## config.mk

```make
export PLATFORM = sky130hd
export DESIGN_NAME = chanbuf_pipe
export DESIGN_NICKNAME = d
export VERILOG_FILES = /design/src/rtl/chanbuf_pkg.sv /design/src/rtl/chanbuf_slice.sv /design/src/rtl/chanbuf_src_adapt.sv /design/src/rtl/chanbuf_snk_adapt.sv /design/src/rtl/chanbuf_pipe.sv
export SDC_FILE = /design/constraint.sdc
export NUM_CORES = 1
export LEC_CHECK = 0
export ABC_AREA = 1
export BUFFER_PORTS_ARGS = -buffer_cell sky130_fd_sc_hd__buf_2
export CAP_MARGIN = 10
export CORE_MARGIN = 3
export CORE_UTILIZATION = 50
export CTS_BUF_LIST = sky130_fd_sc_hd__clkbuf_16
export DETAILED_ROUTE_END_ITERATION = 6
export PLACE_DENSITY_LB_ADDON = 0.08
export RECOVER_POWER = 100
export SLEW_MARGIN = 20
export SYNTH_ARGS = -nofsm -noshare
export SYNTH_HDL_FRONTEND = slang
export SYNTH_SLANG_ARGS = --single-unit
```

## constraint.sdc

```tcl
create_clock -name clk -period 3.5 [get_ports clk]
set_clock_uncertainty 0.15 [all_clocks]
set_input_delay 0.175 -clock clk [delete_from_list [all_inputs] [get_ports clk]]
set_output_delay 0.175 -clock clk [all_outputs]
set_load 0.02 [all_outputs]
```

## src/rtl/chanbuf_pkg.sv

```systemverilog
package chanbuf_pkg;
  // Signaling style of one end of the channel
  typedef enum logic {
    SIG_HANDSHAKE = 1'b0,   // valid / ready
    SIG_PULL      = 1'b1    // empty flag / read enable, head word always visible
  } sig_mode_e;
endpackage

```

## src/rtl/chanbuf_slice.sv

```systemverilog
// Full-rate valid/ready register slice with a one-word side register.
module chanbuf_slice #(
  parameter int DATA_W = 32
) (
  input  logic              clk,
  input  logic              rst_n,
  input  logic              in_vld,
  output logic              in_rdy,
  input  logic [DATA_W-1:0] in_dat,
  output logic              out_vld,
  input  logic              out_rdy,
  output logic [DATA_W-1:0] out_dat
);
  logic              m_vld_q, m_vld_d;
  logic [DATA_W-1:0] m_dat_q, m_dat_d;
  logic              s_vld_q, s_vld_d;
  logic [DATA_W-1:0] s_dat_q, s_dat_d;
  logic              main_open;
  logic              m_dat_en, s_dat_en;

  // Next-state logic
  always_comb begin
    main_open = out_rdy | ~m_vld_q;
    m_vld_d   = m_vld_q;
    m_dat_d   = m_dat_q;
    s_vld_d   = s_vld_q;
    s_dat_d   = s_dat_q;
    m_dat_en  = 1'b0;
    s_dat_en  = 1'b0;
    if (main_open) begin
      if (s_vld_q) begin
        m_vld_d  = 1'b1;
        m_dat_d  = s_dat_q;
        m_dat_en = 1'b1;
        s_vld_d  = 1'b0;
      end else begin
        m_vld_d  = in_vld;
        m_dat_d  = in_dat;
        m_dat_en = in_vld;
      end
    end else if (in_vld && !s_vld_q) begin
      s_vld_d  = 1'b1;
      s_dat_d  = in_dat;
      s_dat_en = 1'b1;
    end
  end

  // Control registers
  always_ff @(posedge clk or negedge rst_n) begin
    if (!rst_n) begin
      m_vld_q <= 1'b0;
      s_vld_q <= 1'b0;
    end else begin
      m_vld_q <= m_vld_d;
      s_vld_q <= s_vld_d;
    end
  end

  // Data registers with explicit clock enables
  always_ff @(posedge clk) begin
    if (m_dat_en) m_dat_q <= m_dat_d;
    if (s_dat_en) s_dat_q <= s_dat_d;
  end

  assign in_rdy  = ~s_vld_q;
  assign out_vld = m_vld_q;
  assign out_dat = m_dat_q;


  hold_stable_chk: assert property (@(posedge clk) disable iff (!rst_n)
    out_vld && !out_rdy |=> out_vld && $stable(out_dat));

  side_implies_main_chk: assert property (@(posedge clk) disable iff (!rst_n)
    !in_rdy |-> out_vld);

  no_drop_chk: assert property (@(posedge clk) disable iff (!rst_n)
    in_vld && in_rdy && out_vld && !out_rdy |=> !in_rdy);
endmodule

```

## src/rtl/chanbuf_src_adapt.sv

```systemverilog
// Input-end adapter: turns pull signaling into a valid/ready handshake.
module chanbuf_src_adapt
  import chanbuf_pkg::*;
#(
  parameter sig_mode_e MODE = SIG_HANDSHAKE
) (
  input  logic up_valid,
  input  logic up_empty,
  output logic up_rd_en,
  output logic int_vld,
  input  logic int_rdy
);
  logic unused_src;

  generate
    if (MODE == SIG_PULL) begin : g_pull
      assign int_vld    = ~up_empty;
      assign up_rd_en   = int_vld & int_rdy;
      assign unused_src = up_valid;
    end else begin : g_hs
      assign int_vld    = up_valid;
      assign up_rd_en   = 1'b0;
      assign unused_src = up_empty ^ int_rdy;
    end
  endgenerate
endmodule

```

## src/rtl/chanbuf_snk_adapt.sv

```systemverilog
// Output-end adapter: turns the last slice's handshake into the selected signaling.
module chanbuf_snk_adapt
  import chanbuf_pkg::*;
#(
  parameter sig_mode_e MODE = SIG_HANDSHAKE
) (
  input  logic last_vld,
  output logic last_rdy,
  input  logic dn_ready,
  input  logic dn_rd_en,
  output logic dn_empty
);
  logic unused_snk;

  assign dn_empty = ~last_vld;

  generate
    if (MODE == SIG_PULL) begin : g_pull
      assign last_rdy   = dn_rd_en;
      assign unused_snk = dn_ready;
    end else begin : g_hs
      assign last_rdy   = dn_ready;
      assign unused_snk = dn_rd_en;
    end
  endgenerate
endmodule

```

## src/rtl/chanbuf_pipe.sv

```systemverilog
module chanbuf_pipe
  import chanbuf_pkg::*;
#(
  parameter int        DATA_W   = 32,
  parameter int        STAGES   = 1,
  parameter sig_mode_e IN_MODE  = SIG_HANDSHAKE,
  parameter sig_mode_e OUT_MODE = SIG_HANDSHAKE
) (
  input  logic              clk,
  input  logic              rst_n,
  input  logic              in_valid,
  input  logic              in_empty,
  output logic              in_ready,
  output logic              in_rd_en,
  input  logic [DATA_W-1:0] in_data,
  output logic              out_valid,
  output logic              out_empty,
  input  logic              out_ready,
  input  logic              out_rd_en,
  output logic [DATA_W-1:0] out_data
);
  localparam int LINKS = STAGES + 1;

  logic [LINKS-1:0]  lnk_vld;
  logic [LINKS-1:0]  lnk_rdy;
  logic [DATA_W-1:0] lnk_dat [LINKS];

  generate
    if (STAGES < 1) begin : g_bad_cfg
      $error("chanbuf_pipe: STAGES must be at least 1");
    end
  endgenerate

  chanbuf_src_adapt #(.MODE(IN_MODE)) u_src (
    .up_valid (in_valid),
    .up_empty (in_empty),
    .up_rd_en (in_rd_en),
    .int_vld  (lnk_vld[0]),
    .int_rdy  (lnk_rdy[0])
  );
  assign lnk_dat[0] = in_data;
  assign in_ready   = lnk_rdy[0];

  // Slices in series: link i feeds slice i, which drives link i+1
  generate
    for (genvar i = 0; i < STAGES; i++) begin : g_stage
      chanbuf_slice #(.DATA_W(DATA_W)) u_slice (
        .clk     (clk),
        .rst_n   (rst_n),
        .in_vld  (lnk_vld[i]),
        .in_rdy  (lnk_rdy[i]),
        .in_dat  (lnk_dat[i]),
        .out_vld (lnk_vld[i+1]),
        .out_rdy (lnk_rdy[i+1]),
        .out_dat (lnk_dat[i+1])
      );
    end
  endgenerate

  chanbuf_snk_adapt #(.MODE(OUT_MODE)) u_snk (
    .last_vld (lnk_vld[STAGES]),
    .last_rdy (lnk_rdy[STAGES]),
    .dn_ready (out_ready),
    .dn_rd_en (out_rd_en),
    .dn_empty (out_empty)
  );
  assign out_valid = lnk_vld[STAGES];
  assign out_data  = lnk_dat[STAGES];


  pull_head_hold_chk: assert property (@(posedge clk) disable iff (!rst_n)
    (OUT_MODE == SIG_PULL) && !out_empty && !out_rd_en |=> !out_empty && $stable(out_data));

  pull_in_gate_chk: assert property (@(posedge clk) disable iff (!rst_n)
    (IN_MODE == SIG_PULL) && in_empty |-> !in_rd_en);
endmodule

```

======== Word level (Yosys, flattened, before mapping) ========
Index checks and enable logic that the tools add are counted.
cells by class
  bitwise logic cells ..................... 4
  reduce and logical (&&, ||, !) cells .... 5
  mux-type cells .......................... 7
operator list
  kind                 count
  2-to-1 mux 32 bit    1
  2-to-1 mux 1 bit     6
  NOT 1 bit            3
  AND reduction 3 bit  1
  AND reduction 2 bit  1
  nonzero test 2 bit   1
  logical AND 1 bit    1
  logical NOT 1 bit    1
  OR 1 bit             1
storage, ports and cells
  bits in registers ....................... 66
  input bits .............................. 38
  output and inout port bits .............. 36
  logic and storage cells ................. 20

======== Depth between registers and ports, before layout ========
Gate-level depths: netlist of the first run.
  word-level depth ........................ 5
  depth in mapped cells ................... 5
  depth with buffers taken out ............ 3

======== Modules after synthesis ========
A second synthesis of the first run with hierarchy kept.
second synthesis, totals
  cell total of the unflattened synthesis .. 185
  area, all modules ....................... 2537.4 um^2
modules (own cells, without submodules)
  module             cells an instance  instances  seq. area each (um^2)  area each (um^2)
  chanbuf_slice      180                1          1971.9                 2507.4
  chanbuf_src_adapt  3                  1          0.0                    18.8
  chanbuf_snk_adapt  2                  1          0.0                    11.3

======== Least setup slack after synthesis of the first run ========
No wires, ideal clock.
  kind .................................... register -> register
  start ................................... reg g_stage[0].u_slice.m_vld_q
  end ..................................... reg g_stage[0].u_slice.m_dat_q[0] (enable)
  path buffers ............................ 0
  arrival time ............................ 2066 ps
  path slack .............................. 863 ps
  period minus slack after synthesis ...... 2637 ps
  cell stages (with the launch flop) ...... 4
  required time ........................... 2929 ps
  path through ............................ dfrtp_1 -> inv_1 -> nor2_1 -> nor2_1
between the ends
  word-level cells in the longest chain between the ends .. 4
RTL lines
  what                                      line                 source
  start, declared                           chanbuf_slice.sv:14  logic m_vld_q, m_vld_d;
  start signal, assigned                    chanbuf_slice.sv:54  m_vld_q <= m_vld_d;
  NOT 1 bit (*)                             -
  via out_empty                             chanbuf_pipe.sv:17   output logic out_empty,
  OR 1 bit (*)                              chanbuf_slice.sv:23  main_open = out_rdy | ~m_vld_q;
  2-to-1 mux 1 bit                          chanbuf_slice.sv:30  if (main_open) begin
  AND reduction 2 bit (no source line) (*)  -
  end signal, assigned                      chanbuf_slice.sv:61  if (m_dat_en) m_dat_q <= m_dat_d;
  end, declared                             chanbuf_slice.sv:15  logic [DATA_W-1:0] m_dat_q, m_dat_d;
The timed path passes the listed nets; every way through them passes the cells marked *.
A chain may end at the register's enable or synchronous reset.

======== Worst setup path in the final report of the first run ========
  start ................................... reg g_stage[0].u_slice.s_vld_q
  end ..................................... reg g_stage[0].u_slice.s_dat_q[5] (enable)
between the ends
  word-level cells in the longest chain between the ends .. 5
RTL lines
  what                                      line                 source
  start, declared                           chanbuf_slice.sv:16  logic s_vld_q, s_vld_d;
  start signal, assigned                    chanbuf_slice.sv:55  s_vld_q <= s_vld_d;
  logical NOT 1 bit (*)                     chanbuf_slice.sv:41  end else if (in_vld && !s_vld_q) begin
  logical AND 1 bit (*)                     chanbuf_slice.sv:41
  2-to-1 mux 1 bit                          chanbuf_slice.sv:41
  2-to-1 mux 1 bit                          chanbuf_slice.sv:30
  AND reduction 3 bit (no source line) (*)  -
  end signal, assigned                      chanbuf_slice.sv:62  if (s_dat_en) s_dat_q <= s_dat_d;
  end, declared                             chanbuf_slice.sv:17  logic [DATA_W-1:0] s_dat_q, s_dat_d;
Mark *: on every way between the ends. The rest lies on a longest branch, timed or not.

==> flow_summary_export.csv, run 1 <==
group,metric,value,unit
critical_path,rrSetupSlack,0.83,ns
min_path,min_path_type,"in -> reg",
floorplanning,dieHeight,77.0,um
critical_path,reg2regPathDepth,3,
place,placedCellCount,312,
synth,yosysSeqAreaShare,0.783,
floorplanning,die_area,0.00593,mm2
clock_tree,cts_resized,0,
status,failed_checks,"max-capacitance violations, max-slew violations",
place,routabilityCongestion,0.667,
min_path,worstHoldStart,"out_ready",
synth,synth_top_area_share,0.763,
floorplanning,core,0.00479,mm2
sta,hold_viol_final,0,
global_route,overflow,0,
synth,syn_area,0.00252,mm2
final_layout,final_nets,328,
clock_tree,htree_levels,3,
global_route,grt_max_degree,35,
drt,wirelength,4.60,mm
sta,timing.final.max_slew_violations,66,
sta,worstMarginPinSlew,1.57,ns
critical_path,crit_type,"reg -> reg",
final_layout,mostFrequentLayoutCell,"nand2_1",
pwr,vdd_drop_max,0.388,mV
synth,synth_area_leader_cell,"edfxtp_1",
clock_tree,cts_tree,"done",
drt,vias,1603,
final_layout,final_cells,362,
critical_path,slowest_delay,1.16,ns
pwr,p_leak,1.32,nW
sta,fin_setup_tns,0,ns
drt,drtPass1Iterations,4,
clock_tree,clockRootBuffer,"clkbuf_16",
critical_path,crit_required,3.26,ns
global_route,grt_pass1_vias,1578,
synth,synth_area_per_cell,13.8,um2
run,drv_cap,2,
sta,post-route-period-util,0.764,
drt,ant_nets,0,
synth,netlist_top_cells_area,"edfxtp_1, nand2_1, nand2_2, dfrtp_1, buf_12",
synth,syn_nets,220,
place,hpwlAfterDp,2.64,mm
place,port_buffers,70,
global_route,grt_usage,0.167,
final_layout,layout-drive-gt1-share,0.0881,
final_layout,n_antenna_cell,0,
sta,relSlewSlack,-0.0450,
clock_tree,cts_buffer_depth,2,
pwr,power.density,567,mW/mm2
sta,finalSetupViolations,0,
floorplanning,initial_utilization,0.526,
synth,synth_cell_types,11,
min_path,worstHoldPathCells,4,
synth,yosysWarnings,0,
critical_path,slowest_stage,"nor2_2",
clock_tree,cts_buffers,9,
critical_path,endpoint_kind,"flop",
critical_path,cp.arrival,2.44,ns
final_layout,area_growth,33.5,%
critical_path,crit_path_cell_trace,"inv_8 -> nand2_1 -> nor2_2",
clock_tree,insertion_delay,0.32,ns
clock_tree,clk_pin_slew,0.05,ns
sta,rsz0062_at_grt,"no",
global_route,antenna_found_initial,0,
clock_tree,cts_sinks,66,
critical_path,path_max_fanout,34,
sta,period_needed,2.67,ns
pwr,power.total,0.00191,W
drt,drc_errors,0,
global_route,grt_pass1_wl,7.37,mm
floorplanning,io-pin-count,74,
floorplanning,std_cell_rows,25,
final_layout,layout_common_cells,"nand2_1, clkbuf_1, edfxtp_1",
drt,wire_per_inst,12.7,um
synth,netlist_instances,182,
critical_path,r2r_start,"g_stage[0].u_slice.s_vld_q",
drt,first_iter_violations,126,
min_path,worstHoldEndpoint,"g_stage[0].u_slice.s_vld_q",
synth,ys_ff_latch,66,
floorplanning,die_w,77.0,um
sta,fmax,374,MHz
sta,hold_ws,0.0220,ns
drt,routed_via_density,4.43,
critical_path,r2r_end,"g_stage[0].u_slice.s_dat_q[5]",
critical_path,critPathLaunchType,"flop",
status,status,"finished, violations left",
## cells by family (layout without fill, tap and decap cells)
group / Yosys count / after routing / share of synthesized area
buffers and inverters: 11 / 124 / 0.0457
DFF: 66 / 66 / 0.783
other: 1 / 1 / 0.00149
and+or+nand+nor: 104 / 104 / 0.170
## layout make-up
class / instances / area, um2
timing repair buffer: 105 / 611
multi-input combinational: 105 / 427
sequential: 66 / 1970
fill: 389 / 1420
inverter: 3 / 18.8
clock buffer: 9 / 225
clock inverter: 7 / 26.3
tap: 67 / 83.8
## flip-flops by register name, summed over array words and instances (netlist names)
| name | cells |
|---|---|
| g_stage.u_slice.s_vld_q | 1 |
| g_stage.u_slice.s_dat_q | 32 |
| g_stage.u_slice.out_vld | 1 |
| g_stage.u_slice.out_dat | 32 |
## worst max path at each step
stage,from,to,depth (start not counted)
5_1_grt,g_stage[0].u_slice.s_vld_q,g_stage[0].u_slice.s_dat_q[2],3
2_1_floorplan,g_stage[0].u_slice.out_vld,g_stage[0].u_slice.out_dat[0],3
6_report,g_stage[0].u_slice.s_vld_q,g_stage[0].u_slice.s_dat_q[5],3
4_1_cts,g_stage[0].u_slice.s_vld_q,g_stage[0].u_slice.s_dat_q[0],3
3_5_place_dp,g_stage[0].u_slice.s_vld_q,g_stage[0].u_slice.s_dat_q[4],3
3_3_place_gp,g_stage[0].u_slice.s_vld_q,g_stage[0].u_slice.s_dat_q[15],3
## power breakdown
part	total [W]	internal (W)	switching, W
clock network	0.000747	0.000460	0.000287
logic	0.000204	0.0000671	0.000137
registers	0.000956	0.000938	0.0000179
total	0.00191	0.00147	0.000442
## synthesized netlist by cell type (all sizes together)
master,count
buf,8
conb,1
dfrtp,2
edfxtp,64
inv,3
nand2,99
nor2,5
## stage by stage
stage                      util  instance area, um2  worst slack (ns)
after floorplan               -                2520             0.863
after global placement    0.602                2880              1.24
after detailed placement  0.602                2880              1.22
after CTS                 0.725                3470              1.23
after global routing      0.703                3360             0.585
final                     0.703                3360             0.827
## critical path, delay by kind of cell (launching register included)
kind | cells | cell delay (ns)
buffers and inverters | 1 | 0.30
DFF | 1 | 0.57
and+or+nand+nor | 2 | 1.25
## repair_timing
item,in CTS,in global routing
hold endpoints to repair,61,0
buffers inserted,0,0
hold buffers,34,0
## layer usage
metal	global-route usage	part of all wire	vias up
li1	-	-	821
met1	0.204	0.44	720
met2	0.266	0.49	54
met3	0.0610	0.063	8
met4	0.0747	0.012	0
met5	0	0	-
(Power assumes the default switching activity.)
==> inputs of run 2 (changes only) <==
clock period = 2.7 ns   (was 3.5 ns; I/O delays follow)
==> flow_summary_export.csv, run 2 (synthesis results as in run 1) <==
group,metric,value,unit
global_route,antenna_found_initial,0,
global_route,grt_usage,0.183,
place,routabilityCongestion,0.689,
final_layout,n_fill_cell,372,
critical_path,path_max_fanout,12,
floorplanning,core,0.00479,mm2
critical_path,rrSetupSlack,0.44,ns
place,hpwlAfterDp,2.89,mm
sta,fin_setup_tns,0,ns
run,drv_cap,0,
global_route,grt_max_degree,35,
floorplanning,die_w,77.0,um
critical_path,r2r_start,"g_stage[0].u_slice.s_vld_q",
critical_path,crit_required,2.50,ns
pwr,vdd_drop_max,0.460,mV
final_layout,layout_common_cells,"nand2_1, clkbuf_1, edfxtp_1",
critical_path,cp.arrival,2.06,ns
drt,ant_nets,0,
final_layout,final_util,0.718,
sta,post-route-period-util,0.839,
floorplanning,initial_utilization,0.526,
drt,wirelength,4.85,mm
min_path,worstHoldPathCells,4,
status,failed_checks,"negative hold slack",
final_layout,multiInputGateArea,434,um2
final_layout,layout-drive-gt1-share,0.107,
pwr,power.density,751,mW/mm2
clock_tree,cts_buffers,9,
sta,relSlewSlack,0.314,
sta,rsz0062_at_grt,"no",
final_layout,area_growth,36.5,%
clock_tree,htree_levels,3,
place,placedCellCount,315,
final_layout,mostFrequentLayoutCell,"nand2_1",
drt,drc_errors,0,
final_layout,final_nets,332,
floorplanning,dieHeight,77.0,um
clock_tree,clk_pin_slew,0.05,ns
critical_path,slowest_stage,"dfrtp_1",
global_route,overflow,0,
floorplanning,io-pin-count,74,
critical_path,reg2regPathDepth,3,
critical_path,r2r_end,"g_stage[0].u_slice.out_dat[8]",
place,port_buffers,70,
status,status,"finished, violations left",
sta,finalSetupViolations,0,
final_layout,stdcell_area,0.00344,mm2
drt,routed_via_density,4.44,
sta,hold_viol_final,2,
min_path,worstHoldStart,"out_ready",
min_path,min_path_type,"in -> reg",
sta,hold_ws,-0.0283,ns
critical_path,critPathLaunchType,"flop",
critical_path,crit_path_cell_trace,"nor2_1 -> nor2_4 -> clkbuf_1",
drt,vias,1626,
drt,wire_per_inst,13.3,um
sta,period_needed,2.26,ns
sta,worstMarginPinSlew,1.03,ns
place,dpl-instance-area,0.00291,mm2
clock_tree,clockRootBuffer,"clkbuf_16",
pwr,p_leak,1.35,nW
global_route,grt_pass1_wl,8.07,mm
floorplanning,std_cell_rows,25,
final_layout,final_cells,366,
global_route,grt_pass1_vias,1698,
clock_tree,post_cts_buffers,0,
clock_tree,cts_buffer_depth,2,
drt,first_iter_violations,92,
clock_tree,insertion_delay,0.32,ns
critical_path,crit_type,"reg -> reg",
final_layout,seq_area,0.00197,mm2
floorplanning,die_area,0.00593,mm2
min_path,worstHoldEndpoint,"g_stage[0].u_slice.s_vld_q",
clock_tree,cts_tree,"done",
critical_path,endpoint_kind,"flop",
drt,drtPass1Iterations,4,
sta,fmax,442,MHz
critical_path,startpoint,"g_stage[0].u_slice.s_vld_q",
critical_path,slowest_delay,0.64,ns
clock_tree,cts_sinks,66,
sta,timing.final.max_slew_violations,0,
final_layout,n_antenna_cell,0,
-- run 2: cell count changes in the layout (fill, tap and decap cells not counted), sizes merged --
cell	before	now
inv	9	6
buf	4	6
clkinv	1	3
bufinv	0	1
clkbuf	76	77
dlygate4sd3	34	35
-- run 2: through the flow --
stage | total power, W | worst slack [ns]
floorplan | 0.00142 | 0.0633
global placement | 0.00151 | 0.675
detailed placement | 0.00152 | 0.652
CTS | 0.00263 | 0.645
global route | 0.00269 | 0.290
finish | 0.00258 | 0.436
-- run 2: power breakdown --
part	switching (W)	leakage [nW]	internal, W
clock network	0.000377	0.148	0.000695
registers	0.0000219	0.628	0.00121
logic	0.000183	0.574	0.0000938
total	0.000581	1.35	0.00200
-- run 2: worst max path at each step --
stage,slack [ns],to
CTS,0.65,g_stage[0].u_slice.s_dat_q[19]
detailed placement,0.65,g_stage[0].u_slice.s_dat_q[22]
finish,0.44,g_stage[0].u_slice.out_dat[8]
floorplan,0.06,g_stage[0].u_slice.out_dat[0]
global placement,0.67,g_stage[0].u_slice.s_dat_q[22]
global route,0.29,g_stage[0].u_slice.out_dat[9]
-- run 2: repair_timing --
action,in CTS,in global routing
hold endpoints to repair,68,0
hold buffers,35,0
gates resized for setup,0,0
-- run 2: cell type report --
| cell class | count | area share |
|---|---|---|
| Multi-Input combinational cell | 105 | 0.126 |
| Sequential cell | 66 | 0.574 |
| Timing Repair Buffer | 109 | 0.189 |
| Clock buffer | 9 | 0.0655 |
| Inverter | 3 | 0.00546 |
| Tap cell | 67 | 0.0244 |
| Clock inverter | 7 | 0.0156 |
-- run 2: routing by layer --
metal,vias to the layer above,routed length (um),GRT usage,share of wire
met4,0,98,0.107,0.020
met2,47,2450,0.300,0.50
met3,10,250,0.0505,0.052
met5,-,0,0,0
met1,739,2050,0.215,0.42
li1,830,-,-,-
-- run 2: critical path: cells and delay by family (launching register included) --
family | cells | cell delay [ns]
simple gates | 2 | 0.54
flops | 1 | 0.64
buf+inv | 1 | 0.56
